**src/rtl/strap_pkg.sv**
```systemverilog
package strap_pkg;

  localparam int unsigned STRAP_PINS = 2;
  localparam int unsigned PIN_MODE   = 0;
  localparam int unsigned PIN_FSEL   = 1;

  typedef struct packed {
    logic freq_sel;
    logic aux_sel_24;
  } strap_cfg_t;

  function automatic int unsigned cnt_bits(input int unsigned limit);
    return (limit < 2) ? 1 : $clog2(limit + 1);
  endfunction

  function automatic logic pick_aux(input logic sel24, input logic c24, input logic c48);
    return sel24 ? c24 : c48;
  endfunction

  function automatic strap_cfg_t cfg_from_pads(input logic [STRAP_PINS-1:0] lv);
    strap_cfg_t c;
    c.aux_sel_24 = lv[PIN_MODE];
    c.freq_sel   = lv[PIN_FSEL];
    return c;
  endfunction

endpackage

```
**src/rtl/strap_sync.sv**
```systemverilog
module strap_sync #(
  parameter int unsigned WIDTH  = 2,
  parameter int unsigned STAGES = 2
) (
  input  logic             clk,
  input  logic             rst_n,
  input  logic [WIDTH-1:0] din,
  output logic [WIDTH-1:0] dout
);
  logic [WIDTH-1:0] stage_q [STAGES];

  generate
    for (genvar s = 0; s < STAGES; s++) begin : g_stage
      if (s == 0) begin : g_first
        always_ff @(posedge clk or negedge rst_n) begin
          if (!rst_n) stage_q[s] <= '0;
          else        stage_q[s] <= din;
        end
      end else begin : g_next
        always_ff @(posedge clk or negedge rst_n) begin
          if (!rst_n) stage_q[s] <= '0;
          else        stage_q[s] <= stage_q[s-1];
        end
      end
    end
  endgenerate

  assign dout = stage_q[STAGES-1];
endmodule

```
**src/rtl/strap_window_timer.sv**
```systemverilog
module strap_window_timer #(
  parameter int unsigned WINDOW_CYCLES = 28636
) (
  input  logic clk,
  input  logic rst_n,
  output logic window_open,
  output logic capture_pulse
);
  import strap_pkg::*;
  localparam int unsigned CW = cnt_bits(WINDOW_CYCLES);
  localparam logic [CW-1:0] LAST = CW'(WINDOW_CYCLES - 1);
  localparam logic [CW-1:0] DONE = CW'(WINDOW_CYCLES);

  logic [CW-1:0] cnt_q;

  always_ff @(posedge clk or negedge rst_n) begin
    if (!rst_n)            cnt_q <= '0;
    else if (cnt_q != DONE) cnt_q <= cnt_q + 1'b1;
  end

  assign window_open   = (cnt_q != DONE);
  assign capture_pulse = (cnt_q == LAST);
endmodule

```
**src/rtl/strap_capture.sv**
```systemverilog
module strap_capture (
  input  logic                                  clk,
  input  logic                                  rst_n,
  input  logic                                  capture_pulse,
  input  logic [strap_pkg::STRAP_PINS-1:0]      levels,
  output strap_pkg::strap_cfg_t                 cfg,
  output logic                                  valid
);
  import strap_pkg::*;

  strap_cfg_t cfg_q;
  logic       valid_q;

  always_ff @(posedge clk or negedge rst_n) begin
    if (!rst_n) begin
      cfg_q   <= '0;
      valid_q <= 1'b0;
    end else if (capture_pulse && !valid_q) begin
      cfg_q   <= cfg_from_pads(levels);
      valid_q <= 1'b1;
    end
  end

  assign cfg   = cfg_q;
  assign valid = valid_q;
endmodule

```
**src/rtl/strap_pad_drive.sv**
```systemverilog
module strap_pad_drive (
  input  logic                              enable,
  input  strap_pkg::strap_cfg_t             cfg,
  input  logic                              ref_src,
  input  logic                              aux48_src,
  input  logic                              aux24_src,
  output logic [strap_pkg::STRAP_PINS-1:0]  pad_oe,
  output logic [strap_pkg::STRAP_PINS-1:0]  pad_do
);
  import strap_pkg::*;

  logic [STRAP_PINS-1:0] wave;

  always_comb begin
    wave           = '0;
    wave[PIN_MODE] = ref_src;
    wave[PIN_FSEL] = pick_aux(cfg.aux_sel_24, aux24_src, aux48_src);
  end

  generate
    for (genvar p = 0; p < STRAP_PINS; p++) begin : g_pad
      assign pad_oe[p] = enable;
      assign pad_do[p] = enable & wave[p];
    end
  endgenerate
endmodule

```
**src/rtl/strap_sampler.sv**
```systemverilog
module strap_sampler #(
  parameter int unsigned WINDOW_CYCLES = 28636,
  parameter int unsigned SYNC_STAGES   = 2
) (
  input  logic       clk,
  input  logic       rst_n,
  input  logic [1:0] pad_di,
  input  logic       ref_src,
  input  logic       aux48_src,
  input  logic       aux24_src,
  output logic [1:0] pad_oe,
  output logic [1:0] pad_do,
  output logic       straps_valid,
  output logic       aux_sel_24,
  output logic       freq_sel
);
  import strap_pkg::*;

  logic                  window_open;
  logic                  capture_pulse;
  logic [STRAP_PINS-1:0] sync_q;
  strap_cfg_t            cfg;
  logic                  valid;

  strap_window_timer #(.WINDOW_CYCLES(WINDOW_CYCLES)) u_timer (
    .clk(clk), .rst_n(rst_n),
    .window_open(window_open), .capture_pulse(capture_pulse)
  );

  strap_sync #(.WIDTH(STRAP_PINS), .STAGES(SYNC_STAGES)) u_sync (
    .clk(clk), .rst_n(rst_n), .din(pad_di), .dout(sync_q)
  );

  strap_capture u_cap (
    .clk(clk), .rst_n(rst_n), .capture_pulse(capture_pulse),
    .levels(sync_q), .cfg(cfg), .valid(valid)
  );

  strap_pad_drive u_drive (
    .enable(valid), .cfg(cfg), .ref_src(ref_src),
    .aux48_src(aux48_src), .aux24_src(aux24_src),
    .pad_oe(pad_oe), .pad_do(pad_do)
  );

  assign straps_valid = valid;
  assign aux_sel_24   = cfg.aux_sel_24;
  assign freq_sel     = cfg.freq_sel;
endmodule

```
**config.mk**
```make
export PLATFORM = sky130hd
export DESIGN_NAME = strap_sampler
export DESIGN_NICKNAME = d
export VERILOG_FILES = /design/src/rtl/strap_pkg.sv /design/src/rtl/strap_sync.sv /design/src/rtl/strap_window_timer.sv /design/src/rtl/strap_capture.sv /design/src/rtl/strap_pad_drive.sv /design/src/rtl/strap_sampler.sv
export SDC_FILE = /design/constraint.sdc
export NUM_CORES = 1
export LEC_CHECK = 0
export ABC_AREA = 1
export BUFFER_PORTS_ARGS = -buffer_cell sky130_fd_sc_hd__buf_4
export CAP_MARGIN = 20
export CELL_PAD_IN_SITES_DETAIL_PLACEMENT = 2
export CELL_PAD_IN_SITES_GLOBAL_PLACEMENT = 2
export CORE_MARGIN = 3
export CORE_UTILIZATION = 30
export DETAILED_ROUTE_END_ITERATION = 10
export GPL_TIMING_DRIVEN = 0
export PLACE_DENSITY_LB_ADDON = 0.25
export SYNTH_ARGS = -nofsm -noshare
export SYNTH_HDL_FRONTEND = slang
export SYNTH_SLANG_ARGS = --single-unit
```
**constraint.sdc**
```tcl
create_clock -name clk -period 1.1 [get_ports clk]
set_input_delay 0.055 -clock clk [delete_from_list [all_inputs] [get_ports clk]]
set_output_delay 0.055 -clock clk [all_outputs]
set_load 0.1 [all_outputs]
```
After elaboration in Yosys (flattened, before gate mapping)
Index checks and enable logic that the tools add are counted.
{"block": "classes", "add_sub_neg": 1, "eq_ne": 2, "mux": 1, "bitwise": 2, "n_reduce_logical": 2}
{"operator": "adder 15 x 1 -> 15 bit (second input constant)", "n": 1}
{"operator": "equality test 15 bit (second input constant)", "n": 1}
{"operator": "!= test 15 bit (second input constant)", "n": 1}
{"operator": "AND 1 bit", "n": 2}
{"operator": "logical AND 1 bit", "n": 1}
{"operator": "zero test 1 bit", "n": 1}
{"operator": "two-way mux 1 bit", "n": 1}
{"block": "word_totals", "regBits": 22, "out_inout_bits": 7}

Logic depth before layout (Yosys ltp)
{"block": "logic_depth", "ltp_word": 2, "depth_mapped": 8, "mapped_depth_nobuf": 8}

Modules after synthesis
Synthesis repeated with hierarchy kept, for this count alone.
{"block": "unflattened", "hier_cells": 147, "area_unflattened_um2": 1169.9}
{"mod": "strap_window_timer", "instances": 1, "cells_per_inst": 120, "area_per_inst_um2": 897.1}
{"mod": "strap_sync", "instances": 1, "cells_per_inst": 6, "area_per_inst_um2": 115.1}
{"mod": "strap_capture", "instances": 1, "cells_per_inst": 12, "area_per_inst_um2": 113.9}
{"mod": "strap_pad_drive", "instances": 1, "cells_per_inst": 9, "area_per_inst_um2": 43.8}

Least setup slack after synthesis
No wires, ideal clock.
{"block": "synth_timing", "kind": "register to output", "startpoint": "reg u_cap.valid_q (netlist: u_cap.valid)", "endpoint": "out pad_do[1]", "arrival_time_ns": 2.682, "setup_slack_ns": -1.637, "stages_incl_launch_ff": 3, "path_buffers": 0, "cell_sequence": "dfrtp_1 > o21ai_0 > a21oi_1"}
{"block": "synth_via", "elab_chain_cells": 1}
{"element": "start: declaration", "line_no": "strap_capture.sv:12", "source": "logic valid_q;"}
{"element": "start signal: assignment", "line_no": "strap_capture.sv:17", "source": "valid_q <= 1'b0;"}
{"element": "start signal: assignment", "line_no": "strap_capture.sv:20", "source": "valid_q <= 1'b1;"}
{"element": "AND 1 bit", "line_no": "strap_pad_drive.sv:23", "source": "assign pad_do[p] = enable & wave[p];"}
{"element": "end: declaration", "line_no": "strap_sampler.sv:12", "source": "output logic [1:0] pad_do,"}
Every way passes these cells.

Worst setup path after layout
Ends and elaborated chain as after synthesis.

==> results.yml <==
critical_path:
  worstPathCellList: "o21ai_4, a21oi_4, buf_12"
  path_buf_inv: 1
  cp.arrival_ns: 1.21
  worstSetupPathType: "flip-flop to primary output"
  cp-start-kind: "flip-flop"
  crit_family: "flip-flops"
  cp_max_fo: 7
  crit_path_end_kind: "primary output"
  slowest_stage: "dfrtp_4"
  crit_required_ns: 1.04
  slowest_delay_ns: 0.53
global_routing:
  grt_pass1_wl_um: 6020
  antenna_found_initial: 0
  track_usage_pct: 18.0
  overflow: 0
  grt_pass1_vias: 1249
  grt_max_degree: 23
synthesis:
  synthTopCellsByArea: "dfrtp_1 48%, nand2_1 15%, nand3_1 5.6%"
  synth.most_common_cell: "nand2_1"
  synth_area_leader_cell: "dfrtp_1"
  syn_area_per_cell_um2: 8.09
  async_flop_share_pct: 100
  seq_area_frac_synth_pct: 47.6
  synth-seq-cells: 22
  syn_nets: 152
  synth_warnings: 0
  synth.top_cells.by_count: "46 x nand2_1, 22 x dfrtp_1, 14 x inv_1"
  synth_edf_count: 0
  synthesis.area_um2: 1160
  synth.top_cell.area_share_pct: 47.6
  synthFlopType: "dfrtp_1"
  synthCells: 143
  ys_types: 21
clocking:
  numClockSinks: 22
  clk_pin_slew_ns: 0.10
  tritoncts: "built"
  cts_buffers: 3
  htree_num_levels: 1
  clock-root-buffer: "clkbuf_8"
  clk_latency_ns: 0.28
  clk_path_buf_depth: 2
placed_design:
  dpl.hpwl_um: 2250
  place.gp.congestion: 0.740
  place_area_um2: 1350
  preCtsSetupSlack_ns: -0.256
  io_buffers: 13
finish:
  areaGrowthSynthToFinish_pct: 55.4
  n_fill_cell: 380
  drive_gt1_share_pct: 55.1
  antenna_cells: 0
  fin_area_um2: 1800
  finalNetCount: 188
floorplanning:
  initial_core_util_pct: 32.9
  die_height_um: 68.1
  dieArea_um2: 4640
  die_w_um: 68.1
  ios: 14
  core_area_um2: 3520
  rows: 21
drt:
  firstDrtPassIters: 4
  antenna_left: 0
  dr_total_vias: 1111
  routed_wirelength_um: 4270
  routed_via_density: 4.96
  drtIter0Drc: 35
  drc: 0
  wl_per_cell_um: 19.1
power:
  p_leak_uw: 0.000819
  power_density_nw_per_um2: 925
  p_total_uw: 1660
  ir_drop_mv: 0.648
sta:
  post-route-period-util_pct: 115
  slew_headroom_pct: 78.7
  fin_worst_skew_ns: 0.0106
  maxSlewViolCount: 0
  setup_viol: 23
  rsz0062_at_grt: "yes"
  setup_ws_ns: -0.169
  hold_violations: 0
  worst_pin_slew_ns: 0.320
  clock.fmax_mhz: 788
  fin_crit_ns: 1.27
  holdWs_ns: 0.208
outcome:
  violations: "setup timing"
  status: "complete, but fails checks"
run:
  cap_violations: 0
hold_path:
  hp-class: "input pin to asynchronous set/reset pin"
[final cells by class]
type | count | area (µm²) | share of cell area [%]
multi-input combinational | 99 | 704 | 39.2
tap | 46 | 57.6 | 3.20
inverter | 21 | 82.6 | 4.59
buffer | 2 | 22.5 | 1.25
clock buffer | 3 | 41.3 | 2.30
timing repair buffer | 30 | 294 | 16.4
sequential | 22 | 566 | 31.5
clock inverter | 1 | 30.0 | 1.67
[timing repair]
item	in CTS	in global routing
gates cloned	1	0
hold buffers	3	0
buffers inserted	9	5
gates resized for setup	38	29
setup endpoints to repair	24	23
endpoints found under the hold margin	24	0
pin swaps	9	14
[cell usage in the layout, fill, tap and decap left out, drive strengths merged, types with 2 or more instances in the layout]
| cell | count |
|---|---|
| o21ai | 3 |
| clkbuf | 3 |
| nand3b | 2 |
| nand4 | 4 |
| dlygate4sd3 | 3 |
| nor2 | 18 |
| ha | 2 |
| buf | 29 |
| nand2 | 51 |
| inv | 20 |
| a21oi | 2 |
| dfrtp | 22 |
| nand3 | 14 |
[stage by stage]
| stage | util [%] | instances | TNS (ns) |
|---|---|---|---|
| 5_1_grt | 51.1 | 224 | -3.75 |
| 2_1_floorplan | - | 143 | -0.693 |
| 4_1_cts | 47.3 | 219 | -2.03 |
| 3_3_place_gp | 38.4 | 202 | -1.20 |
| 3_5_place_dp | 38.4 | 202 | -2.12 |
| 6_report | 51.1 | 224 | -2.18 |
[metal layers]
metal	up-vias	track usage (%)	routed length, µm
met5	-	0	0
met2	23	35.0	2390
met1	567	19.7	1670
met3	11	2.63	109
li1	510	-	-
met4	0	5.46	96
[state kept, by name, summed over array words and instances (netlist names)]
| register | count |
|---|---|
| u_sync.stage_q | 2 |
| u_cap.valid | 1 |
| u_sync.dout | 2 |
| u_cap.cfg | 2 |
| u_timer.cnt_q | 15 |
[logic make-up (layout without fill, tap and decap cells)]
family | Yosys count | count (layout) | synth area share [%]
AND/OR/NAND/NOR | 89 | 90 | 38.5
buffers and inverters | 23 | 57 | 8.11
flip-flops | 22 | 22 | 47.6
AO/OA/AOI/OAI | 5 | 5 | 2.16
adder cells (fa/ha/maj) | 2 | 2 | 2.16
XOR/XNOR | 2 | 2 | 1.51
[final timing paths]
check | cells past startpoint | start | slack, ns | endpoint
min | 2 | rst_n | 0.21 | u_timer.cnt_q[12]$_DFFE_PN0P_
min in group clk | 0 | u_sync.stage_q[3]$_DFF_PN0_ | 0.36 | u_sync.dout[1]$_DFF_PN0_
min reg2reg | 0 | u_sync.stage_q[3]$_DFF_PN0_ | 0.36 | u_sync.dout[1]$_DFF_PN0_
max in group asynchronous | 2 | rst_n | 0.62 | u_timer.cnt_q[3]$_DFFE_PN0P_
max reg2reg | 8 | u_timer.cnt_q[0]$_DFFE_PN0P_ | -0.14 | u_cap.cfg[0]$_DFFE_PN0P_
max | 3 | u_cap.valid$_DFFE_PN0P_ | -0.17 | pad_do[1]
[power breakdown]
| group | switching, µW | total (µW) | internal, µW | leakage (µW) |
|---|---|---|---|---|
| registers | 3.32 | 818 | 815 | 0.000274 |
| clock network | 312 | 799 | 487 | 0.0000357 |
| logic | 25.5 | 46.5 | 21.0 | 0.000509 |
| total | 340 | 1660 | 1320 | 0.000819 |
Power figures use the tool's default switching activity.
